--- config.mk ---
export PLATFORM = sky130hd
export DESIGN_NAME = count_port_sequencer
export DESIGN_NICKNAME = d
export VERILOG_FILES = /design/src/rtl/cps_pkg.sv /design/src/rtl/cps_ctrl.sv /design/src/rtl/cps_datapath.sv /design/src/rtl/count_port_sequencer.sv
export SDC_FILE = /design/constraint.sdc
export NUM_CORES = 1
export LEC_CHECK = 0
export BUFFER_PORTS_ARGS = -buffer_cell sky130_fd_sc_hd__buf_2
export CAP_MARGIN = 20
export CORE_MARGIN = 3
export CORE_UTILIZATION = 56
export CTS_BUF_LIST = sky130_fd_sc_hd__clkbuf_16
export CTS_CLUSTER_DIAMETER = 60
export CTS_CLUSTER_SIZE = 24
export DETAILED_ROUTE_END_ITERATION = 8
export GPL_TIMING_DRIVEN = 0
export HOLD_SLACK_MARGIN = 0.05
export PLACE_DENSITY = 0.93
export SETUP_SLACK_MARGIN = 0.1
export SLEW_MARGIN = 5
export SYNTH_ARGS = -nofsm -noshare
export SYNTH_HDL_FRONTEND = slang
export SYNTH_SLANG_ARGS = --single-unit
--- constraint.sdc ---
create_clock -name clk -period 4.13 [get_ports clk]
set_input_delay 0.2065 -clock clk [delete_from_list [all_inputs] [get_ports clk]]
set_output_delay 0.2065 -clock clk [all_outputs]
set_load 0.02 [all_outputs]
--- src/rtl/cps_pkg.sv ---
package cps_pkg;
  typedef enum logic [1:0] {
    ACC_LATCH = 2'b00,
    ACC_LOW   = 2'b01,
    ACC_HIGH  = 2'b10,
    ACC_BOTH  = 2'b11
  } accMode_t;

  typedef struct packed {
    logic captureLow;
    logic loadLow;
    logic loadHigh;
    logic loadPair;
    logic snapshot;
    logic readHigh;
    logic useHold;
  } seqCtl_t;
endpackage

--- src/rtl/cps_ctrl.sv ---
module cps_ctrl
  import cps_pkg::*;
(
  input  logic       clk,
  input  logic       rstN,
  input  logic       ctlWrite,
  input  logic [1:0] ctlAccess,
  input  logic       wrStrobe,
  input  logic       rdStrobe,
  output seqCtl_t    ctl,
  output logic       halfDone
);
  accMode_t accMode;
  logic wrHigh, rdHigh, frozen;
  logic isLatch, isSetup, wrGo, rdGo, lastRead;

  assign isLatch = ctlWrite && (ctlAccess == ACC_LATCH);
  assign isSetup = ctlWrite && (ctlAccess != ACC_LATCH);
  assign wrGo    = wrStrobe && !ctlWrite;
  assign rdGo    = rdStrobe && !ctlWrite;
  assign lastRead = rdGo && ((accMode != ACC_BOTH) || rdHigh);
  assign halfDone = wrHigh;

  always_comb begin
    ctl = '0;
    ctl.useHold  = frozen;
    ctl.readHigh = (accMode == ACC_HIGH) || ((accMode == ACC_BOTH) && rdHigh);
    if (wrGo) begin
      case (accMode)
        ACC_LOW:  ctl.loadLow = 1'b1;
        ACC_HIGH: ctl.loadHigh = 1'b1;
        ACC_BOTH: begin
          if (wrHigh) ctl.loadPair = 1'b1;
          else        ctl.captureLow = 1'b1;
        end
        default: ;
      endcase
    end
    ctl.snapshot = !frozen &&
                   (isLatch || (rdGo && (accMode == ACC_BOTH) && !rdHigh));
  end

  always_ff @(posedge clk) begin
    if (!rstN) begin
      accMode <= ACC_BOTH;
      wrHigh  <= 1'b0;
      rdHigh  <= 1'b0;
      frozen  <= 1'b0;
    end else if (isSetup) begin
      accMode <= accMode_t'(ctlAccess);
      wrHigh  <= 1'b0;
      rdHigh  <= 1'b0;
      frozen  <= 1'b0;
    end else begin
      if (ctl.snapshot) frozen <= 1'b1;
      else if (lastRead) frozen <= 1'b0;
      if (wrGo && (accMode == ACC_BOTH)) wrHigh <= !wrHigh;
      if (rdGo && (accMode == ACC_BOTH)) rdHigh <= !rdHigh;
    end
  end


  half_only_two_byte_chk: assert property (@(posedge clk) disable iff (!rstN)
    wrHigh |-> (accMode == ACC_BOTH));


  setup_clears_chk: assert property (@(posedge clk) disable iff (!rstN)
    isSetup |=> (!wrHigh && !rdHigh && !frozen));


  relatch_ignored_chk: assert property (@(posedge clk) disable iff (!rstN)
    (frozen && isLatch) |=> frozen);


  first_byte_pends_chk: assert property (@(posedge clk) disable iff (!rstN)
    (wrGo && (accMode == ACC_BOTH) && !wrHigh) |=> wrHigh);
endmodule

--- src/rtl/cps_datapath.sv ---
module cps_datapath
  import cps_pkg::*;
#(
  parameter int BYTE_W = 8,
  localparam int CNT_W = 2 * BYTE_W
) (
  input  logic              clk,
  input  logic              rstN,
  input  seqCtl_t           ctl,
  input  logic [BYTE_W-1:0] wrData,
  input  logic [CNT_W-1:0]  liveCount,
  output logic [BYTE_W-1:0] rdData,
  output logic              loadStrobe,
  output logic [CNT_W-1:0]  loadValue
);
  logic [BYTE_W-1:0] lowByte;
  logic [CNT_W-1:0]  holdVal;
  logic [CNT_W-1:0]  srcVal;

  always_ff @(posedge clk) begin
    if (!rstN) begin
      lowByte    <= '0;
      holdVal    <= '0;
      loadStrobe <= 1'b0;
      loadValue  <= '0;
    end else begin
      if (ctl.captureLow) lowByte <= wrData;
      if (ctl.snapshot)   holdVal <= liveCount;
      loadStrobe <= ctl.loadLow || ctl.loadHigh || ctl.loadPair;
      if (ctl.loadLow)       loadValue <= {{BYTE_W{1'b0}}, wrData};
      else if (ctl.loadHigh) loadValue <= {wrData, {BYTE_W{1'b0}}};
      else if (ctl.loadPair) loadValue <= {wrData, lowByte};
    end
  end

  assign srcVal = ctl.useHold ? holdVal : liveCount;
  assign rdData = ctl.readHigh ? srcVal[CNT_W-1:BYTE_W] : srcVal[BYTE_W-1:0];


  low_only_zero_high_chk: assert property (@(posedge clk) disable iff (!rstN)
    ctl.loadLow |=> (loadStrobe && (loadValue[CNT_W-1:BYTE_W] == '0)));


  high_only_zero_low_chk: assert property (@(posedge clk) disable iff (!rstN)
    ctl.loadHigh |=> (loadStrobe && (loadValue[BYTE_W-1:0] == '0)));


  frozen_hold_stable_chk: assert property (@(posedge clk) disable iff (!rstN)
    ctl.useHold |=> $stable(holdVal));


  no_strobe_on_first_chk: assert property (@(posedge clk) disable iff (!rstN)
    ctl.captureLow |=> !loadStrobe);
endmodule

--- src/rtl/count_port_sequencer.sv ---
module count_port_sequencer
  import cps_pkg::*;
#(
  parameter int BYTE_W = 8,
  localparam int CNT_W = 2 * BYTE_W
) (
  input  logic              clk,
  input  logic              rstN,
  input  logic              ctlWrite,
  input  logic [1:0]        ctlAccess,
  input  logic              wrStrobe,
  input  logic [BYTE_W-1:0] wrData,
  input  logic              rdStrobe,
  output logic [BYTE_W-1:0] rdData,
  input  logic [CNT_W-1:0]  liveCount,
  output logic              loadStrobe,
  output logic [CNT_W-1:0]  loadValue,
  output logic              writeHalfDone
);
  seqCtl_t ctl;

  cps_ctrl ctrl_i (
    .clk(clk), .rstN(rstN), .ctlWrite(ctlWrite), .ctlAccess(ctlAccess),
    .wrStrobe(wrStrobe), .rdStrobe(rdStrobe), .ctl(ctl), .halfDone(writeHalfDone)
  );

  cps_datapath #(.BYTE_W(BYTE_W)) dp_i (
    .clk(clk), .rstN(rstN), .ctl(ctl), .wrData(wrData), .liveCount(liveCount),
    .rdData(rdData), .loadStrobe(loadStrobe), .loadValue(loadValue)
  );
endmodule

==> metrics.md <==
| Metric | Value |
|---|---|
| Status | finished clean |
| Die X-Extent | 69.0 um |
| Setup CP Type | register to output port |
| Die area | 0.00476 mm^2 |
| Fin. Hold Viols | 0 |
| Cell area after layout | 0.00272 mm^2 |
| Routed via count | 2008 |
| Max Cap Viol | 0 |
| First-pass GRT wire length | 8.09 mm |
| Final worst-path cycle share | 51.2% |
| Reg area | 921 um^2 |
| Antenna Nets Post-Route | 0 |
| Hold WC Path Type | input pin to register |
| Placed inst area | 0.00256 mm^2 |
| 1st-pass router iterations | 4 |
| Worst-Skew Late Latency | 0.29 ns |
| IR drop worst, VDD | 0.407 mV |
| Combinational group share of total power | 16.5% |
| Vias in the first global route | 1765 |
| Syn Inst Count | 231 |
| Top-count cell post-synth | nand2_1 |
| Final total power | 0.00110 W |
| FF-to-FF Start | ctrl_i.accMode[0]$_SDFFE_PN1P_ |
| Synth top area cells | dfxtp_1 (41%), mux2i_1 (11%), nand2_1 (9.0%) |
| Routed WL per cell | 15.7 um |
| Crit. End Element | output port |
| Net switching power | 0.000279 W |
| RSZ-0062 raised after global routing | no |
| Ys Warns | 0 |
| Fillers | 269 |
| Post-CTS setup buffers | 0 |
| Largest net degree at the start of global routing | 14 |
| Switching Share | 25.3% |
| Initial antenna violation count | 0 |
| Critical Path AT | 1.91 ns |
| # diodes | 0 |
| Grt total ovfl | 0 |
| Starting DRT DRC Count | 157 |
| Post-Route WL | 5.35 mm |
| Critical path required time | 3.92 ns |
| Via density | 5.87 |
| Crit path max fanout | 10 |
| Area of the multi-input gates | 0.00115 mm^2 |
| Setup slack, reg-to-reg | 2.63 ns |
| CTS root buf | clkbuf_16 |
| Power Density | 406 mW/mm^2 |
| Crit. Startpoint | ctrl_i.accMode[1]$_SDFFE_PN1P_ |
| CTS hold repair buffers | 0 |
| Worst Skew | 0.00804 ns |
| Core area | 0.00374 mm^2 |
| Reg power frac | 43.2% |
| Setup ws final | 2.02 ns |
| Crit path time final | 2.11 ns |
| EDFF count, synth | 0 |
| Syn_area_per_cell | 9.61 um^2 |
| Nets | 324 |
| Fmax | 0.473 GHz |
| Pre-CTS setup slack | 2.30 ns |
| Clk pin slew, worst setup/hold paths | 0.06 ns |
| Final setup TNS | 0 ns |
| Syn Nets | 262 |
| R2R Path End | dp_i.holdVal[12]$_SDFFE_PN0P_ |
| DRC | 0 |
| # IOs | 57 |
| Internal power | 0.000825 W |
| Initial Util | 59.3% |
| Final setup vio count | 0 |
| Rel. slew slack | 62.3% |
| Post-synth cell types | 34 |
| TritonCTS clock tree | built |
| Die height | 69.0 um |
| Leakage | 1.20 nW |
| Cell Count, Final, Fillers Out | 342 |
| Yosys top cell area share | 41.5% |
| Placed cells | 334 |
| Least-Margin Pin Slew | 0.563 ns |
| HPWL Detailed | 3.85 mm |
| P&R area growth vs syn | 22.4% |
| Tot GR Track Use | 23.4% |
| Yosys top cell by area | dfxtp_1 |
| Clock power share | 40.4% |
| Max Slew Vio Count | 0 |
| RePlAce Congestion | 0.850 |
| Clock sinks | 46 |
| Max clock buf depth | 2 |
| Post-CTS sizing | 0 |
| CTS buffer count | 5 |
| CP startpoint kind | register |
| Rows | 22 |
| Worst Setup EP | rdData[0] |
| Register area share after synthesis | 41.5% |
| Top FF cell, synth | dfxtp_1 |
| Port-buffer cells | 55 |
| Syn Std Cell Area | 0.00222 mm^2 |
| Worst reg2reg path depth | 5 |
| Fraction of layout cells with a size suffix above 1 | 29.3% |
| H-Tree Depth | 2 |
| Yosys reg bits | 46 |
| Most frequent cells after synthesis | nand2_1 (53), dfxtp_1 (46), mux2i_1 (24) |
| Async set or reset register ratio after synthesis | 0% |
## registers in the layout (all words and copies together) (netlist names)
signal	count
dp_i.loadStrobe	1
dp_i.loadValue	16
dp_i.lowByte	8
ctrl_i.halfDone	1
dp_i.holdVal	16
ctrl_i.accMode	2
ctrl_i.frozen	1
ctrl_i.rdHigh	1
## cells by family (layout without fill, tap and decap cells)
family                    count (synthesis)  count (layout)  synth area share (%)
and+or+nand+nor                          84              84                  18.7
DFF                                      46              46                  41.5
AOI/OAI and AO/OA                        44              44                  13.5
muxes                                    32              32                  18.9
buffers and inverters                    23              86                  6.65
xor gates and xnor gates                  2               2                 0.789
## metrics by stage
step | hold slack, ns | util [%]
finish | 0.162 | 72.6
detailed placement | 0.452 | 68.3
global route | 0.175 | 72.6
global placement | 0.441 | 68.3
CTS | 0.162 | 72.6
floorplan | 0.345 | -
## power by group through the flow
stage          Combinational [W]  Sequential (W)  Clock (W)
4_1_cts                 0.000181        0.000476   0.000448
3_3_place_gp            0.000175        0.000485          0
3_5_place_dp            0.000180        0.000486          0
2_1_floorplan           0.000122        0.000488          0
6_report                0.000182        0.000477   0.000446
5_1_grt                 0.000196        0.000479   0.000464
## layout by cell type (no fill, tap or decap), types with 2 or more instances in the layout
| cell | n |
|---|---|
| a21oi_1 | 16 |
| a32oi_1 | 7 |
| and3b_1 | 2 |
| buf_1 | 3 |
| buf_2 | 58 |
| buf_6 | 5 |
| clkbuf_1 | 7 |
| clkbuf_16 | 5 |
| dfxtp_1 | 46 |
| inv_1 | 3 |
| mux2i_1 | 24 |
| mux4_2 | 8 |
| nand2_1 | 53 |
| nand2b_1 | 5 |
| nand3_1 | 11 |
| nor2_1 | 5 |
| o21ai_0 | 9 |
| o31ai_1 | 8 |
| xnor2_1 | 2 |
## routing by layer
layer | vias up | GRT usage, % | share of wire [%]
met5 | - | 0 | 0
met4 | 0 | 8.76 | 1.6
met3 | 11 | 6.48 | 7.0
met2 | 73 | 38.6 | 51
met1 | 979 | 29.0 | 40
li1 | 945 | - | -
## critical path: stages, from the launching register on
cell and delay [ns]:
dfxtp_1 0.32, buf_4 0.16, a21boi_4 0.40, mux4_2 0.57, buf_2 0.18
## how the worst min path moves through the flow
stage,startpoint,end,slack [ns],cells past startpoint
after floorplan,liveCount[0],dp_i.holdVal[0]$_SDFFE_PN0P_,0.35,2
after global placement,dp_i.holdVal[7]$_SDFFE_PN0P_,dp_i.holdVal[7]$_SDFFE_PN0P_,0.44,2
after detailed placement,dp_i.lowByte[2]$_SDFFE_PN0P_,dp_i.lowByte[2]$_SDFFE_PN0P_,0.45,2
after CTS,liveCount[5],dp_i.holdVal[5]$_SDFFE_PN0P_,0.16,3
after global routing,liveCount[15],dp_i.holdVal[15]$_SDFFE_PN0P_,0.18,3
final,liveCount[5],dp_i.holdVal[5]$_SDFFE_PN0P_,0.16,3
## cell type report
| type | count | share of cell area [%] |
|---|---|---|
| Buffer | 20 | 5.02 |
| Tap cell | 48 | 2.21 |
| Inverter | 3 | 0.414 |
| Clock inverter | 3 | 1.38 |
| Sequential cell | 46 | 33.9 |
| Timing Repair Buffer | 55 | 10.1 |
| Multi-Input combinational cell | 162 | 42.4 |
| Clock buffer | 5 | 4.60 |
(Power assumes the default switching activity.)
